[config.mk]
export PLATFORM = sky130hd
export DESIGN_NAME = dac_cpu
export DESIGN_NICKNAME = d
export VERILOG_FILES = /design/src/rtl/dac_pkg.sv /design/src/rtl/dac_rst_sync.sv /design/src/rtl/dac_mem.sv /design/src/rtl/dac_decode.sv /design/src/rtl/dac_alu.sv /design/src/rtl/dac_cpu.sv
export SDC_FILE = /design/constraint.sdc
export NUM_CORES = 1
export LEC_CHECK = 0
export BUFFER_PORTS_ARGS = -buffer_cell sky130_fd_sc_hd__buf_2
export CAP_MARGIN = 20
export CELL_PAD_IN_SITES_DETAIL_PLACEMENT = 1
export CELL_PAD_IN_SITES_GLOBAL_PLACEMENT = 2
export CORE_UTILIZATION = 40
export DETAILED_ROUTE_END_ITERATION = 7
export PLACE_DENSITY_LB_ADDON = 0.1
export SLEW_MARGIN = 5
export SYNTH_ARGS = -nofsm -noshare
export SYNTH_HDL_FRONTEND = slang
export SYNTH_SLANG_ARGS = --single-unit
[constraint.sdc]
create_clock -name clk -period 7.41 [get_ports clk]
set_input_delay 0.741 -clock clk [delete_from_list [all_inputs] [get_ports clk]]
set_output_delay 0.741 -clock clk [all_outputs]
set_load 0.005 [all_outputs]
[src/rtl/dac_pkg.sv]
package dac_pkg;

  typedef enum logic [2:0] {
    ST_F1,
    ST_F2,
    ST_X1,
    ST_X2,
    ST_HALT
  } dac_state_e;

  typedef enum logic [2:0] {
    OP_HALT,
    OP_ADD,
    OP_SUB,
    OP_STORE,
    OP_LOAD,
    OP_BRGE,
    OP_IN,
    OP_OUT
  } dac_op_e;

endpackage

[src/rtl/dac_rst_sync.sv]
module dac_rst_sync (
  input  logic clk,
  input  logic rst_n_in,
  output logic rst_n_out
);
  logic stage_q;

  always_ff @(posedge clk or negedge rst_n_in) begin
    if (!rst_n_in) begin
      stage_q   <= 1'b0;
      rst_n_out <= 1'b0;
    end else begin
      stage_q   <= 1'b1;
      rst_n_out <= stage_q;
    end
  end
endmodule

[src/rtl/dac_mem.sv]
module dac_mem #(
  parameter int DEPTH  = 100,
  parameter int WORD_W = 10,
  parameter int ADDR_W = 7
) (
  input  logic              clk,
  input  logic              we,
  input  logic [ADDR_W-1:0] waddr,
  input  logic [WORD_W-1:0] wdata,
  input  logic [ADDR_W-1:0] raddr,
  output logic [WORD_W-1:0] rdata
);
  logic [WORD_W-1:0] cells [DEPTH];

  always_ff @(posedge clk) begin
    if (we && (32'(waddr) < DEPTH)) begin
      cells[waddr] <= wdata;
    end
  end

  always_comb begin
    if (32'(raddr) < DEPTH) rdata = cells[raddr];
    else                    rdata = '0;
  end
endmodule

[src/rtl/dac_decode.sv]
module dac_decode
  import dac_pkg::*;
#(
  parameter int WORD_W = 10,
  parameter int ADDR_W = 7,
  parameter int SPAN   = 100
) (
  input  logic [WORD_W-1:0] ir,
  output dac_op_e           op,
  output logic [ADDR_W-1:0] addr
);
  logic [31:0] lead;
  logic [31:0] low;

  always_comb begin
    lead = 32'(ir) / SPAN;
    low  = 32'(ir) % SPAN;
    addr = ADDR_W'(low);
    unique case (lead)
      32'd1:   op = OP_ADD;
      32'd2:   op = OP_SUB;
      32'd3:   op = OP_STORE;
      32'd5:   op = OP_LOAD;
      32'd8:   op = OP_BRGE;
      32'd9:   op = (low == 32'd1) ? OP_IN : ((low == 32'd2) ? OP_OUT : OP_HALT);
      default: op = OP_HALT;
    endcase
  end
endmodule

[src/rtl/dac_alu.sv]
module dac_alu #(
  parameter int ACC_W  = 11,
  parameter int WORD_W = 10,
  parameter int LIMIT  = 999
) (
  input  logic signed [ACC_W-1:0]  acc,
  input  logic        [WORD_W-1:0] operand,
  input  logic                     sub,
  output logic signed [ACC_W-1:0]  result
);
  localparam int EXT_W = ACC_W + 2;
  localparam logic signed [EXT_W-1:0] HI = EXT_W'(LIMIT);
  localparam logic signed [EXT_W-1:0] LO = -HI;

  logic signed [EXT_W-1:0] a_x;
  logic signed [EXT_W-1:0] b_x;
  logic signed [EXT_W-1:0] raw;

  always_comb begin
    a_x = EXT_W'(acc);
    b_x = $signed(EXT_W'(operand));
    raw = sub ? (a_x - b_x) : (a_x + b_x);
    if (raw > HI)      result = ACC_W'(HI);
    else if (raw < LO) result = ACC_W'(LO);
    else               result = ACC_W'(raw);
  end
endmodule

[src/rtl/dac_cpu.sv]
module dac_cpu
  import dac_pkg::*;
#(
  parameter int MEM_DEPTH = 100,
  parameter int WORD_W    = 10,
  parameter int ADDR_W    = 7,
  parameter int ACC_W     = 11,
  parameter int LIMIT     = 999
) (
  input  logic                    clk,
  input  logic                    rst_n,
  input  logic [WORD_W-1:0]       in_value,
  input  logic                    in_valid,
  output logic                    in_req,
  output logic signed [ACC_W-1:0] out_value,
  output logic                    out_valid,
  output logic                    halted,
  input  logic                    pl_we,
  input  logic [ADDR_W-1:0]       pl_addr,
  input  logic [WORD_W-1:0]       pl_data
);
  localparam int WORD_MOD = LIMIT + 1;

  logic rst_sync_n;

  dac_state_e state_q, state_d;
  logic [ADDR_W-1:0] pc_q, pc_d, pc_inc, mar_q, mar_d;
  logic [WORD_W-1:0] mdr_q, mdr_d, ir_q;
  logic signed [ACC_W-1:0] acc_q, acc_d, alu_res, out_q;
  logic pc_en, mar_en, mdr_en, ir_en, acc_en, out_en;
  logic out_valid_q, out_valid_d, wr_pend_q, wr_pend_d, alu_sub;

  logic [ADDR_W-1:0] mem_raddr, mem_waddr;
  logic [WORD_W-1:0] mem_rdata, mem_wdata, store_word;
  logic              mem_we;
  dac_op_e           dec_op;
  logic [ADDR_W-1:0] dec_addr;
  logic signed [31:0] acc_wide;

  function automatic logic [WORD_W-1:0] clip(input logic [WORD_W-1:0] w);
    return (32'(w) > LIMIT) ? WORD_W'(LIMIT) : w;
  endfunction

  dac_rst_sync u_rst_sync (
    .clk       (clk),
    .rst_n_in  (rst_n),
    .rst_n_out (rst_sync_n)
  );

  dac_mem #(.DEPTH(MEM_DEPTH), .WORD_W(WORD_W), .ADDR_W(ADDR_W)) u_mem (
    .clk   (clk),
    .we    (mem_we),
    .waddr (mem_waddr),
    .wdata (mem_wdata),
    .raddr (mem_raddr),
    .rdata (mem_rdata)
  );

  dac_decode #(.WORD_W(WORD_W), .ADDR_W(ADDR_W), .SPAN(MEM_DEPTH)) u_decode (
    .ir   (ir_q),
    .op   (dec_op),
    .addr (dec_addr)
  );

  dac_alu #(.ACC_W(ACC_W), .WORD_W(WORD_W), .LIMIT(LIMIT)) u_alu (
    .acc     (acc_q),
    .operand (mdr_q),
    .sub     (alu_sub),
    .result  (alu_res)
  );

  // preload has priority; a pending store lands from MAR/MDR one cycle after execute
  assign mem_we    = pl_we | wr_pend_q;
  assign mem_waddr = pl_we ? pl_addr : mar_q;
  assign mem_wdata = pl_we ? pl_data : mdr_q;

  assign pc_inc   = (32'(pc_q) == MEM_DEPTH - 1) ? '0 : pc_q + 1'b1;
  assign acc_wide = 32'(acc_q);
  assign store_word = WORD_W'(acc_q[ACC_W-1] ? (acc_wide + WORD_MOD) : acc_wide);

  always_comb begin
    state_d     = state_q;
    pc_en       = 1'b0;
    pc_d        = pc_q;
    mar_en      = 1'b0;
    mar_d       = mar_q;
    mdr_en      = 1'b0;
    mdr_d       = mdr_q;
    ir_en       = 1'b0;
    acc_en      = 1'b0;
    acc_d       = acc_q;
    out_en      = 1'b0;
    out_valid_d = 1'b0;
    wr_pend_d   = 1'b0;
    alu_sub     = 1'b0;
    mem_raddr   = pc_q;
    unique case (state_q)
      ST_F1: begin
        mar_en  = 1'b1;
        mar_d   = pc_q;
        mdr_en  = 1'b1;
        mdr_d   = mem_rdata;
        state_d = ST_F2;
      end
      ST_F2: begin
        ir_en   = 1'b1;
        pc_en   = 1'b1;
        pc_d    = pc_inc;
        state_d = ST_X1;
      end
      ST_X1: begin
        mem_raddr = dec_addr;
        unique case (dec_op)
          OP_ADD, OP_SUB, OP_LOAD: begin
            mar_en  = 1'b1;
            mar_d   = dec_addr;
            mdr_en  = 1'b1;
            mdr_d   = mem_rdata;
            state_d = ST_X2;
          end
          OP_STORE: begin
            mar_en    = 1'b1;
            mar_d     = dec_addr;
            mdr_en    = 1'b1;
            mdr_d     = store_word;
            wr_pend_d = 1'b1;
            state_d   = ST_F1;
          end
          OP_BRGE: begin
            if (!acc_q[ACC_W-1]) begin
              pc_en = 1'b1;
              pc_d  = dec_addr;
            end
            state_d = ST_F1;
          end
          OP_IN: begin
            if (in_valid) begin
              acc_en  = 1'b1;
              acc_d   = $signed(ACC_W'(clip(in_value)));
              state_d = ST_F1;
            end
          end
          OP_OUT: begin
            out_en      = 1'b1;
            out_valid_d = 1'b1;
            state_d     = ST_F1;
          end
          default: state_d = ST_HALT;
        endcase
      end
      ST_X2: begin
        alu_sub = (dec_op == OP_SUB);
        acc_en  = 1'b1;
        if (dec_op == OP_LOAD) acc_d = $signed(ACC_W'(clip(mdr_q)));
        else                   acc_d = alu_res;
        state_d = ST_F1;
      end
      default: state_d = ST_HALT;
    endcase
  end

  always_ff @(posedge clk or negedge rst_sync_n) begin
    if (!rst_sync_n) begin
      state_q     <= ST_F1;
      pc_q        <= '0;
      mar_q       <= '0;
      mdr_q       <= '0;
      ir_q        <= '0;
      acc_q       <= '0;
      out_q       <= '0;
      out_valid_q <= 1'b0;
      wr_pend_q   <= 1'b0;
    end else begin
      state_q     <= state_d;
      out_valid_q <= out_valid_d;
      wr_pend_q   <= wr_pend_d;
      if (pc_en)  pc_q  <= pc_d;
      if (mar_en) mar_q <= mar_d;
      if (mdr_en) mdr_q <= mdr_d;
      if (ir_en)  ir_q  <= mdr_q;
      if (acc_en) acc_q <= acc_d;
      if (out_en) out_q <= acc_q;
    end
  end

  assign halted    = (state_q == ST_HALT);
  assign in_req    = (state_q == ST_X1) && (dec_op == OP_IN);
  assign out_value = out_q;
  assign out_valid = out_valid_q;
endmodule

Yosys cells after proc, flatten, opt, wreduce, memory -nomap -nowiden
Memory sizes are Yosys's and may differ from the RTL's. Index checks and enable logic that the tools add are counted.

Bits in registers: 63. Bits in latches: 0. Bits in writable memories: 1000. ROM bits: 0. Bits of input ports: 31. Output and inout port bits: 14. Logic and storage cells: 109. Memories: 1.

Add/subtract/negate cells: 4. Multipliers: 0. Div/mod/pow operators: 2. Order comparisons: 6. Equality and inequality tests: 27. Shift-type cells: 0. Multiplexer cells: 44. Bitwise gates (word level): 1. Reduce and logical (&&, ||, !) cells: 13.

Memories: u_mem.cells (words 100, width 10, rd ports 1, clocked after Yosys merged registers in 0, write ports 1, RTL line dac_mem.sv:13) `logic [WORD_W-1:0] cells [DEPTH];`.

Operators by type and width (count): 32-bit by 2-bit == test with 1-bit output (second input constant) (3); 32-bit by 1-bit == test with 1-bit output (second input constant) (2); 32-bit by 4-bit == test with 1-bit output (second input constant) (2); 11-bit 2-to-1 mux (5); 10-bit 2-to-1 mux (5); 7-bit 2-to-1 mux (6); 10-bit case mux with 2 select lines (2); 10-bit by 7-bit divider with 32-bit output (second input constant) (1); 32-bit by 3-bit == test with 1-bit output (second input constant) (1); 10-bit by 7-bit remainder unit with 32-bit output (second input constant) (1); 7-bit case mux with 2 select lines (2); 11-bit case mux with 2 select lines (1); 10-bit greater-than comparator (second input constant) (2); 3-bit case mux with 6 select lines (1); 3-bit == test (second input constant) (5); 7-bit < comparator (second input constant) (2); 13-bit by 11-bit greater-than comparator with 1-bit output (second input constant) (1); 13-bit by 11-bit < comparator with 1-bit output (second input constant) (1); 1-bit 2-to-1 mux (13); 13-bit 2-to-1 mux (1); 11-bit by 11-bit adder with 12-bit output (1); 3-bit by 2-bit == test with 1-bit output (second input constant) (4); 3-bit case mux with 4 select lines (1); 11-bit by 11-bit subtractor with 12-bit output (1); other kinds (19) (33).

Logic depth before layout (Yosys ltp)
Gate-level depths: netlist (run 1).

Depth in word-level cells: 13. Gate-level depth with buffers: 30. Gate-level depth less buffers: 28.

Cells and area by module
From an unflattened synthesis (run 1), not the netlist that was laid out.

Cell total of the unflattened synthesis: 2447. Area total of the unflattened synthesis: 44441.4 um^2.

Modules (own cells, without submodules): dac_mem (times used 1, cells an instance 1823, area an instance 39013.7 um^2); dac_cpu (times used 1, cells an instance 334, area an instance 3405.8 um^2); dac_decode (times used 1, cells an instance 149, area an instance 1003.5 um^2); dac_alu (times used 1, cells an instance 138, area an instance 964.7 um^2); dac_rst_sync (times used 1, cells an instance 3, area an instance 53.8 um^2).

Worst setup path before layout (run 1)
No wires, ideal clock.

Kind: input to register. From: input port pl_we. To: memory u_mem.cells[0][0] (data pin). Library setup time: 0.981 ns. Arrival: 5.327 ns. Slack: 1.101 ns. Cell stages on the path: 4. Path buffers: 3. Cell sequence: clkbuf_1 clkbuf_1 clkbuf_1 o21ai_0.

Longest elaborated chain between the ends: 1.

Ends and longest elaborated chain: start: declaration (RTL line dac_cpu.sv:18) `input logic pl_we,`; 10-bit 2-to-1 mux (RTL line dac_cpu.sv:75) `assign mem_wdata = pl_we ? pl_data : mdr_q;`; named net mem_wdata[0] (RTL line dac_cpu.sv:34) `logic [WORD_W-1:0] mem_rdata, mem_wdata, store_word;`; end: declaration (RTL line dac_mem.sv:13).

The timed path passes the listed nets, and every way through them passes these cells.

Final worst setup path (run 1)
From: register ir_q[5]. To: register acc_q[6].

Longest elaborated chain between the ends: 13.

Ends and longest elaborated chain: start: declaration (RTL line dac_cpu.sv:28) `logic [WORD_W-1:0] mdr_q, mdr_d, ir_q;`; start signal: assignment (RTL line dac_cpu.sv:180) `if (ir_en) ir_q <= mdr_q;`; 10-bit by 7-bit remainder unit with 32-bit output (RTL line dac_decode.sv:17) `low = 32'(ir) % SPAN;`; 32-bit by 2-bit == test with 1-bit output (RTL line dac_decode.sv:25) `32'd9: op = (low == 32'd1) ? OP_IN : ((low == 32'd2) ? OP_OUT : OP_HALT);`; 3-bit 2-to-1 mux (2 in a row) (RTL line dac_decode.sv:25); 3-bit case mux with 6 select lines * (RTL line dac_decode.sv:19) `unique case (lead)`; 3-bit by 2-bit == test with 1-bit output (RTL line dac_cpu.sv:152) `alu_sub = (dec_op == OP_SUB);`; 1-bit 2-to-1 mux (RTL line dac_cpu.sv:97) `unique case (state_q)`; 13-bit 2-to-1 mux (RTL line dac_alu.sv:22) `raw = sub ? (a_x - b_x) : (a_x + b_x);`; 13-bit by 11-bit < comparator with 1-bit output (RTL line dac_alu.sv:24) `else if (raw < LO) result = ACC_W'(LO);`; 11-bit 2-to-1 mux (RTL line dac_alu.sv:24); 11-bit 2-to-1 mux (RTL line dac_alu.sv:23) `if (raw > HI) result = ACC_W'(HI);`; 11-bit 2-to-1 mux (RTL line dac_cpu.sv:154) `if (dec_op == OP_LOAD) acc_d = $signed(ACC_W'(clip(mdr_q)));`; 11-bit case mux with 2 select lines (RTL line dac_cpu.sv:97); end signal: assignment (RTL line dac_cpu.sv:169) `acc_q <= '0;`; end signal: assignment (RTL line dac_cpu.sv:181) `if (acc_en) acc_q <= acc_d;`; end: declaration (RTL line dac_cpu.sv:29) `logic signed [ACC_W-1:0] acc_q, acc_d, alu_res, out_q;`.

Every way passes the cells marked *; elsewhere a longest branch is shown, timed or not. A chain may end at the register's enable or synchronous reset.

==> results_tabular.tex, run 1 <==
\begin{tabular}{lr}
\hline
Metric & Value \\
\hline
\multicolumn{2}{l}{\textbf{Synthesis}} \\
Number of library cell types mapped by synthesis & 90 \\
Number of register bits inferred by synthesis & 1,063 \\
Post-synth ARST share & 0.0593 \\
Yosys warnings & 0 \\
Proportion of netlist area held by the largest area contributor & 0.680 \\
Synthesized area per cell & 17.8 um\^{}2 \\
Post-synth top area cell & sky130\_fd\_sc\_hd\_\_edfxtp\_1 \\
Sequential cell area fraction in the yosys report & 0.716 \\
Number of enable-type register cells in the synthesized netlist & 1,000 \\
Gate Count Post-Synth & 2,481 \\
Most numerous cell types in the synthesized netlist & sky130\_fd\_sc\_hd\_\_edfxtp\_1, sky130\_fd\_sc\_hd\_\_mux4\_2, sky130\_fd\_sc\_hd\_\_nor2\_1, sky130\_fd\_sc\_hd\_\_nand2\_1, sky130\_fd\_sc\_hd\_\_mux2i\_1 \\
Most frequently used flop master after synthesis & sky130\_fd\_sc\_hd\_\_edfxtp\_1 \\
Top post-synthesis cells by area & sky130\_fd\_sc\_hd\_\_edfxtp\_1, sky130\_fd\_sc\_hd\_\_mux4\_2, sky130\_fd\_sc\_hd\_\_dfrtp\_1 \\
Syn nets & 2,528 \\
Mapped Area & between 40,000 and 50,000 um\^{}2 \\
Most frequently used cell type in the post-synthesis netlist & sky130\_fd\_sc\_hd\_\_edfxtp\_1 \\
\multicolumn{2}{l}{\textbf{Power and ir drop}} \\
Leakage component of the power & 16.2 nW \\
Largest vdd supply drop & a little over 0.0003 V \\
Total power per unit cell area & 404 nW/um\^{}2 \\
\multicolumn{2}{l}{\textbf{Floorplan}} \\
Die Width & between 300 and 400 um \\
Effective utilization at floorplan & 0.405 \\
Area of the placeable core & 109,000 um\^{}2 \\
Site Rows & 121 \\
I/O pins & 45 \\
Die area & 112,000 um\^{}2 \\
Height of the die & 334 um \\
\multicolumn{2}{l}{\textbf{Clock network}} \\
Number of buffers added for setup after CTS & 0 \\
Clock-pin slew reported for the worst setup and hold paths after clock tree synthesis & 60 ps \\
Number of H-tree levels & 3 \\
TritonCTS clock tree & done \\
Clock root buffer & sky130\_fd\_sc\_hd\_\_clkbuf\_16 \\
Worst-skew pair later-pin latency & approximately 700 ps \\
Clock sink count & 1,063 \\
Clock buffer count from CTS & 114 \\
Number of buffers between clock root and the deepest sink & 3 \\
\multicolumn{2}{l}{\textbf{Timing}} \\
Finish-stage setup viols & 0 \\
Number of endpoints with negative hold slack in the final report & 0 \\
Relative slew slack & 0.256 \\
Setup tns final & 0 ps \\
Highest attainable clock frequency & between 100 and 150 MHz \\
Transition time of the tightest slew-check pin & 1110 ps \\
Period Utilization, post-route & 0.907 \\
Final Hold Slack & a little over 300 ps \\
Max Slew Vio Count & 0 \\
Worst setup skew after layout & 26.3 ps \\
Unrepaired setup endpoints after global routing & false \\
Final min period & roughly 6700 ps \\
\multicolumn{2}{l}{\textbf{Finish}} \\
Number of fill cells in the layout & about 10,000 \\
Fin area & 50,100 um\^{}2 \\
Fraction of final layout cells with drive strength greater than 1 & 0.225 \\
Fin cells & between 4,000 and 5,000 \\
Number of nets in the finished design & approximately 2,600 \\
Growth of design area from synthesis to finish & 13.5\% \\
\multicolumn{2}{l}{\textbf{Min path}} \\
Type of the worst min-delay path & input pin to register \\
\multicolumn{2}{l}{\textbf{Drt}} \\
Routed wire length & about 120,000 um \\
Total number of vias & 23,439 \\
Wire length per cell after detailed routing & 28.7 um \\
Number of DRC violations after detailed routing & 0 \\
Count of nets left with antenna violations after detail routing & 0 \\
Vias/cell & 5.65 \\
Number of DRC markers after the initial detailed-route iteration & around 1,800 \\
TritonRoute pass-1 iters & 5 \\
\multicolumn{2}{l}{\textbf{GRT}} \\
Busiest layer in global routing & met2 \\
Global-route wire length before repair & 173,000 um \\
Residual overflow from global routing & 0 \\
Vias in the first global route & about 25,000 \\
GRT Overall Usage & 0.214 \\
GR Layer Usage met1 & 0.296 \\
Initial antenna violation count & 4 \\
Global routing met2 resource utilization & 0.350 \\
Largest net degree at the start of global routing & 101 \\
Met3 global-route usage & 0.0342 \\
\multicolumn{2}{l}{\textbf{Run status}} \\
Status & finished, final reports clean \\
\multicolumn{2}{l}{\textbf{Placement}} \\
Count of input and output buffers & 44 \\
HPWL after DPL & around 72,000 um \\
Last weighted congestion value of the routability-driven placer & 0.824 \\
Post-DP Area & 46,300 um\^{}2 \\
Cell Count Post-Placement & 3,919 \\
\multicolumn{2}{l}{\textbf{Setup path}} \\
Worst Setup Path Type & register to register \\
Data arrival time of the critical path & between 7000 and 8000 ps \\
Endpoint class of the critical path & register \\
Type of origin of the critical path & register \\
Crit-path max FO & 13 \\
Critical path data required time & approximately 8000 ps \\
\multicolumn{2}{l}{\textbf{Flow run}} \\
Max-cap violation count & 0 \\
\hline
\end{tabular}
[metrics by stage]
| step | utilization | power [mW] | setup slack (ps) |
|---|---|---|---|
| after detailed placement | 0.424 | 14.9 | 314 |
| after CTS | 0.457 | 20.5 | 238 |
| after global routing | 0.459 | 21.2 | 0.261 |
| after floorplan | - | 12.4 | 1100 |
| final | 0.459 | 20.3 | 689 |
| after global placement | 0.424 | 14.8 | 455 |
[cells in the final DEF, fill, tap and decap left out, drive strengths merged, types with 9 or more instances in the layout]
cell type	netlist	layout
nor2b	9	9
nand2	163	163
and3	13	13
nor2	191	191
mux2	34	34
mux2i	96	96
xor2	12	12
a211oi	10	10
ha	15	15
inv	28	32
buf	47	122
nor3	18	18
and2	11	11
o32ai	12	12
o211ai	24	24
dfrtp	63	63
xnor2	17	17
nand3	84	84
o21ai	77	77
o31ai	11	11
nand4	10	10
mux4	250	250
clkbuf	94	143
clkinv	1	55
edfxtp	1000	1000
a21oi	48	48
nand2b	9	9
a31oi	14	14
[worst max-delay path, cell delays in order, from the launching register on]
cell and delay [ps]:
sky130_fd_sc_hd__dfrtp_1 530, sky130_fd_sc_hd__o31ai_2 370, sky130_fd_sc_hd__inv_1 80, sky130_fd_sc_hd__ha_1 290, sky130_fd_sc_hd__o21a_1 280, sky130_fd_sc_hd__o211ai_1 290
sky130_fd_sc_hd__a21o_1 270, sky130_fd_sc_hd__o211a_4 270, sky130_fd_sc_hd__o21ai_1 210, sky130_fd_sc_hd__a211oi_4 410, sky130_fd_sc_hd__o211ai_2 270, sky130_fd_sc_hd__o21ai_0 370
sky130_fd_sc_hd__inv_1 90, sky130_fd_sc_hd__ha_1 270, sky130_fd_sc_hd__nor2b_1 120, sky130_fd_sc_hd__o21ai_0 200, sky130_fd_sc_hd__a21boi_0 150, sky130_fd_sc_hd__o21ai_0 180
sky130_fd_sc_hd__nand2b_1 110, sky130_fd_sc_hd__a21o_1 200, sky130_fd_sc_hd__nand4_1 110, sky130_fd_sc_hd__a31oi_1 110, sky130_fd_sc_hd__xnor2_1 180, sky130_fd_sc_hd__xnor2_2 320
sky130_fd_sc_hd__a21boi_4 360, sky130_fd_sc_hd__nor2_1 80, sky130_fd_sc_hd__o221a_2 230, sky130_fd_sc_hd__a221o_1 250
[cell families after synthesis]
| family | share of synthesized area |
|---|---|
| adders and majority gates | 0.00493 |
| other | 0.0000849 |
| DFF | 0.716 |
| buffers and inverters | 0.0161 |
| AOI/OAI and AO/OA | 0.0463 |
| and+or+nand+nor | 0.0532 |
| xor gates and xnor gates | 0.00592 |
| muxes | 0.158 |
[area by class of cell]
type	instances	area, um^2	area share
diodes	1	2.50	0.0000499
clock buffers	142	3010	0.0601
clock inverters	66	563	0.0112
inverters	29	109	0.00217
multi-input cells	1248	12000	0.239
flip-flops and latches	1063	31600	0.631
well taps	1476	1850	0.0368
repair buffers	124	983	0.0196
[power breakdown]
part / internal [mW] / switching [mW]
combinational: 2.69 / 4.62
sequential: 7.17 / 0.300
clock: 3.15 / 2.35
total: 13.0 / 7.27
[routing by layer]
metal	up-vias	wire length (um)
met5	-	13
li1	10197	-
met3	162	5290
met4	2	3130
met2	550	57600
met1	12528	52900
[registers in the layout, summed over array words and instances (netlist names), 3 cells and up]
signal,cells
u_mem.cells,1000
acc_q,11
out_value,11
ir_q,10
mdr_q,10
mar_q,7
pc_q,7
state_q,3
[worst paths after layout]
kind	from	endpoint	slack, ps	cells after the start
min	in_value[7]	acc_q[7]	310	2
max in group asynchronous	u_rst_sync.rst_n_out	mar_q[2]	6350	1
min in group asynchronous	rst_n	u_rst_sync.stage_q	380	2
min reg2reg	u_rst_sync.stage_q	u_rst_sync.rst_n_out	350	0
max reg2reg	ir_q[5]	acc_q[6]	690	27
max	ir_q[5]	acc_q[6]	690	27
[what timing repair did]
item / in CTS / in global routing
setup endpoints to repair: 0 / 10
hold endpoints to repair: 2 / 0
hold buffers: 1 / 0
gates resized for setup: 0 / 8
Note: power is estimated with default switching activity, not from simulation.
==> run 2: changes to the inputs <==
--- a/config.mk
+++ b/config.mk
@@ -10,8 +10,10 @@
 export CELL_PAD_IN_SITES_DETAIL_PLACEMENT = 1
 export CELL_PAD_IN_SITES_GLOBAL_PLACEMENT = 2
 export CORE_UTILIZATION = 40
+export CTS_CLUSTER_SIZE = 24
 export DETAILED_ROUTE_END_ITERATION = 7
 export PLACE_DENSITY_LB_ADDON = 0.1
+export RECOVER_POWER = 100
 export SLEW_MARGIN = 5
 export SYNTH_ARGS = -nofsm -noshare
 export SYNTH_HDL_FRONTEND = slang
==> run 2 against run 1 <==
Against the previous run: the flow now finishes with violations (capacitance limit, slew limit); combinational power fell by 1%; core utilization shrank 0.30 points; sequential cell count stayed put; setup slack got worse by 150 ps; hold slack improved by 0.94 ps; global-route usage barely moved; die area stayed put; non-clock buffer count unchanged; sequential power increased by 0.9%; sequential share of layout area grew 0.41 points; clock-buffer cell count rose by 1; via count rose by 0.22%; critical endpoint is now mdr_q[8]; largest cell class unchanged; largest power group unchanged.
==> results_tabular.tex, run 2 (synthesis results as in run 1) <==
\begin{tabular}{lr}
\hline
Metric & Value \\
\hline
\multicolumn{2}{l}{\textbf{Clock network}} \\
Number of buffers between clock root and the deepest sink & 3 (unchanged) \\
Clock-pin slew reported for the worst setup and hold paths after clock tree synthesis & 70 ps (about the same) \\
Worst-skew pair later-pin latency & 710 ps (about the same) \\
Clock buffer count from CTS & 114 (unchanged) \\
Clock root buffer & sky130\_fd\_sc\_hd\_\_clkbuf\_16 \\
Number of H-tree levels & 3 (unchanged) \\
Clock sink count & 1,063 (unchanged) \\
TritonCTS clock tree & done \\
Number of buffers added for setup after CTS & 0 (unchanged) \\
\multicolumn{2}{l}{\textbf{Timing}} \\
Max Slew Vio Count & 1,112 (+1,112) \\
Relative slew slack & -1.95 (-2.21) \\
Transition time of the tightest slew-check pin & 4430 ps (+3320 ps) \\
Finish-stage setup viols & 0 (unchanged) \\
Unrepaired setup endpoints after global routing & false \\
Worst setup skew after layout & 26.5 ps (+0.211 ps) \\
Highest attainable clock frequency & 145 MHz (-2.2\%) \\
Final Hold Slack & 312 ps (+0.938 ps) \\
Period Utilization, post-route & 0.928 (+0.0207) \\
Number of endpoints with negative hold slack in the final report & 0 (unchanged) \\
Setup tns final & 0 ps (unchanged) \\
Least setup slack across all paths after layout & 535 ps (-154 ps) \\
Final min period & 6870 ps (+154 ps) \\
\multicolumn{2}{l}{\textbf{Power and ir drop}} \\
Largest vdd supply drop & 0.000311 V (about the same) \\
Leakage component of the power & 15.9 nW (-1.7\%) \\
Tot Pwr & 20.3 mW (about the same) \\
Total power per unit cell area & 407 nW/um\^{}2 (+0.68\%) \\
\multicolumn{2}{l}{\textbf{Setup path}} \\
Max stage delay cell, worst path & sky130\_fd\_sc\_hd\_\_nand2\_1 \\
Critical path data required time & 8020 ps (+40 ps) \\
CP Buf/Inv Count & 4 (+2) \\
Data arrival time of the critical path & 7480 ps (+190 ps) \\
Worst Setup Path Type & register to register \\
Type of origin of the critical path & register \\
Critical path, cell by cell & o31ai\_2, inv\_1, ha\_1, o21a\_1, o211ai\_1, a21o\_1, o211a\_4, o21ai\_1, a211o\_1, nand3\_1, nand2\_1, clkbuf\_1, clkbuf\_2, a21oi\_1, a2111oi\_0, buf\_2, o31ai\_1, o21ai\_1 \\
Endpoint class of the critical path & register \\
Worst stage delay on the critical path & 1240 ps (+710 ps) \\
Largest delay share family, worst path & compound AO/OA/AOI/OAI gates \\
R2R Setup Slk & 540 ps (-150 ps) \\
Most used cell along the critical path & sky130\_fd\_sc\_hd\_\_o21ai\_1 \\
Crit-path max FO & 27 (+14) \\
\multicolumn{2}{l}{\textbf{Finish}} \\
Commonest non-fill, non-tap cells in the layout & sky130\_fd\_sc\_hd\_\_edfxtp\_1, sky130\_fd\_sc\_hd\_\_mux4\_2, sky130\_fd\_sc\_hd\_\_nor2\_1 \\
Most flop-heavy register & u\_mem.cells \\
Antenna Diode Count & 0 (-1) \\
Growth of design area from synthesis to finish & 12.8\% \\
Fin cells & 4,149 (unchanged) \\
Number of nets in the finished design & 2,627 (unchanged) \\
Fraction of final layout cells with drive strength greater than 1 & 0.200 (-0.0251) \\
Most common cell after layout, fill and taps aside & sky130\_fd\_sc\_hd\_\_edfxtp\_1 \\
Max reg flops & 1,000 (unchanged) \\
\multicolumn{2}{l}{\textbf{GRT}} \\
Global routing met2 resource utilization & 0.350 (about the same) \\
Busiest layer in global routing & met2 \\
Vias in the first global route & 24,727 (unchanged) \\
Residual overflow from global routing & 0 (unchanged) \\
Largest net degree at the start of global routing & 101 (unchanged) \\
Global-route wire length before repair & 173,000 um (about the same) \\
GRT Overall Usage & 0.214 (about the same) \\
Met3 global-route usage & 0.0341 (-0.000116) \\
GR Layer Usage met1 & 0.297 (+0.000474) \\
Initial antenna violation count & 4 (unchanged) \\
\multicolumn{2}{l}{\textbf{Floorplan}} \\
Die Width & 334 um (unchanged) \\
Site Rows & 121 (unchanged) \\
Die area & 112,000 um\^{}2 (unchanged) \\
Area of the placeable core & 109,000 um\^{}2 (unchanged) \\
I/O pins & 45 (unchanged) \\
Height of the die & 334 um (unchanged) \\
Effective utilization at floorplan & 0.405 (unchanged) \\
\multicolumn{2}{l}{\textbf{Placement}} \\
Count of input and output buffers & 44 (unchanged) \\
Pre-CTS setup slack & 314 ps (unchanged) \\
Last weighted congestion value of the routability-driven placer & 0.824 (unchanged) \\
Cell Count Post-Placement & 3,919 (unchanged) \\
HPWL after DPL & 72,300 um (unchanged) \\
\multicolumn{2}{l}{\textbf{Drt}} \\
Total number of vias & 23,490 (+0.22\%) \\
Wire length per cell after detailed routing & 28.6 um (about the same) \\
Vias/cell & 5.66 (+0.22\%) \\
Number of DRC markers after the initial detailed-route iteration & 1,779 (-0.84\%) \\
Routed wire length & 119,000 um (about the same) \\
Count of nets left with antenna violations after detail routing & 0 (unchanged) \\
Number of DRC violations after detailed routing & 0 (unchanged) \\
TritonRoute pass-1 iters & 5 (unchanged) \\
\multicolumn{2}{l}{\textbf{Min path}} \\
Type of the worst min-delay path & input pin to register \\
\multicolumn{2}{l}{\textbf{Flow run}} \\
Max-cap violation count & 24 (+24) \\
\multicolumn{2}{l}{\textbf{Run status}} \\
Failing checks & capacitance limit, slew limit \\
Status & complete, but fails checks \\
\hline
\end{tabular}
-- run 2: changes by cell type in the layout (fill, tap and decap cells not counted), sizes merged --
cell,before,now
clkbuf,143,200
buf,122,66
clkinvlp,0,1
diode,1,0
clkinv,55,54
-- run 2: final timing paths --
path | startpoint | end | cells past startpoint
worst min register to register | u_rst_sync.stage_q | u_rst_sync.rst_n_out | 0
worst min-delay path | in_value[5] | acc_q[5] | 2
worst max-delay path | ir_q[6] | mdr_q[8] | 18
worst max register to register | ir_q[6] | mdr_q[8] | 18
min in group asynchronous | rst_n | u_rst_sync.stage_q | 2
max in group asynchronous | u_rst_sync.rst_n_out | mar_q[6] | 1
-- run 2: metrics by stage --
stage                     instance area, um^2   util
after floorplan                         44200      -
after global placement                  46200  0.424
after detailed placement                46300  0.424
after CTS                               49800  0.457
after global routing                    49800  0.456
final                                   49800  0.456
-- run 2: report_power, final --
| group | total [mW] | switching (mW) | internal (mW) |
|---|---|---|---|
| registers | 7.54 | 0.300 | 7.24 |
| clock network | 5.50 | 2.35 | 3.15 |
| logic | 7.23 | 4.60 | 2.63 |
| total | 20.3 | 7.25 | 13.0 |
-- run 2: layout make-up --
| type | instances | area, um^2 |
|---|---|---|
| Inverter | 29 | 109 |
| Clock inverter | 66 | 562 |
| Clock buffer | 143 | 3010 |
| Tap cell | 1476 | 1850 |
| Multi-Input combinational cell | 1248 | 11900 |
| Sequential cell | 1063 | 31600 |
| Fill cell | 10299 | 59400 |
| Timing Repair Buffer | 124 | 726 |
-- run 2: layer usage --
layer	vias to the layer above	wire length [um]
met1	12535	52200
li1	10195	-
met3	174	5730
met2	584	57700
met5	-	13
met4	2	3210
-- run 2: repair_timing --
action / CTS / global route
setup endpoints to repair: 0 / 10
endpoints found under the hold margin: 2 / 0
hold buffers: 1 / 0
resized for setup: 0 / 8
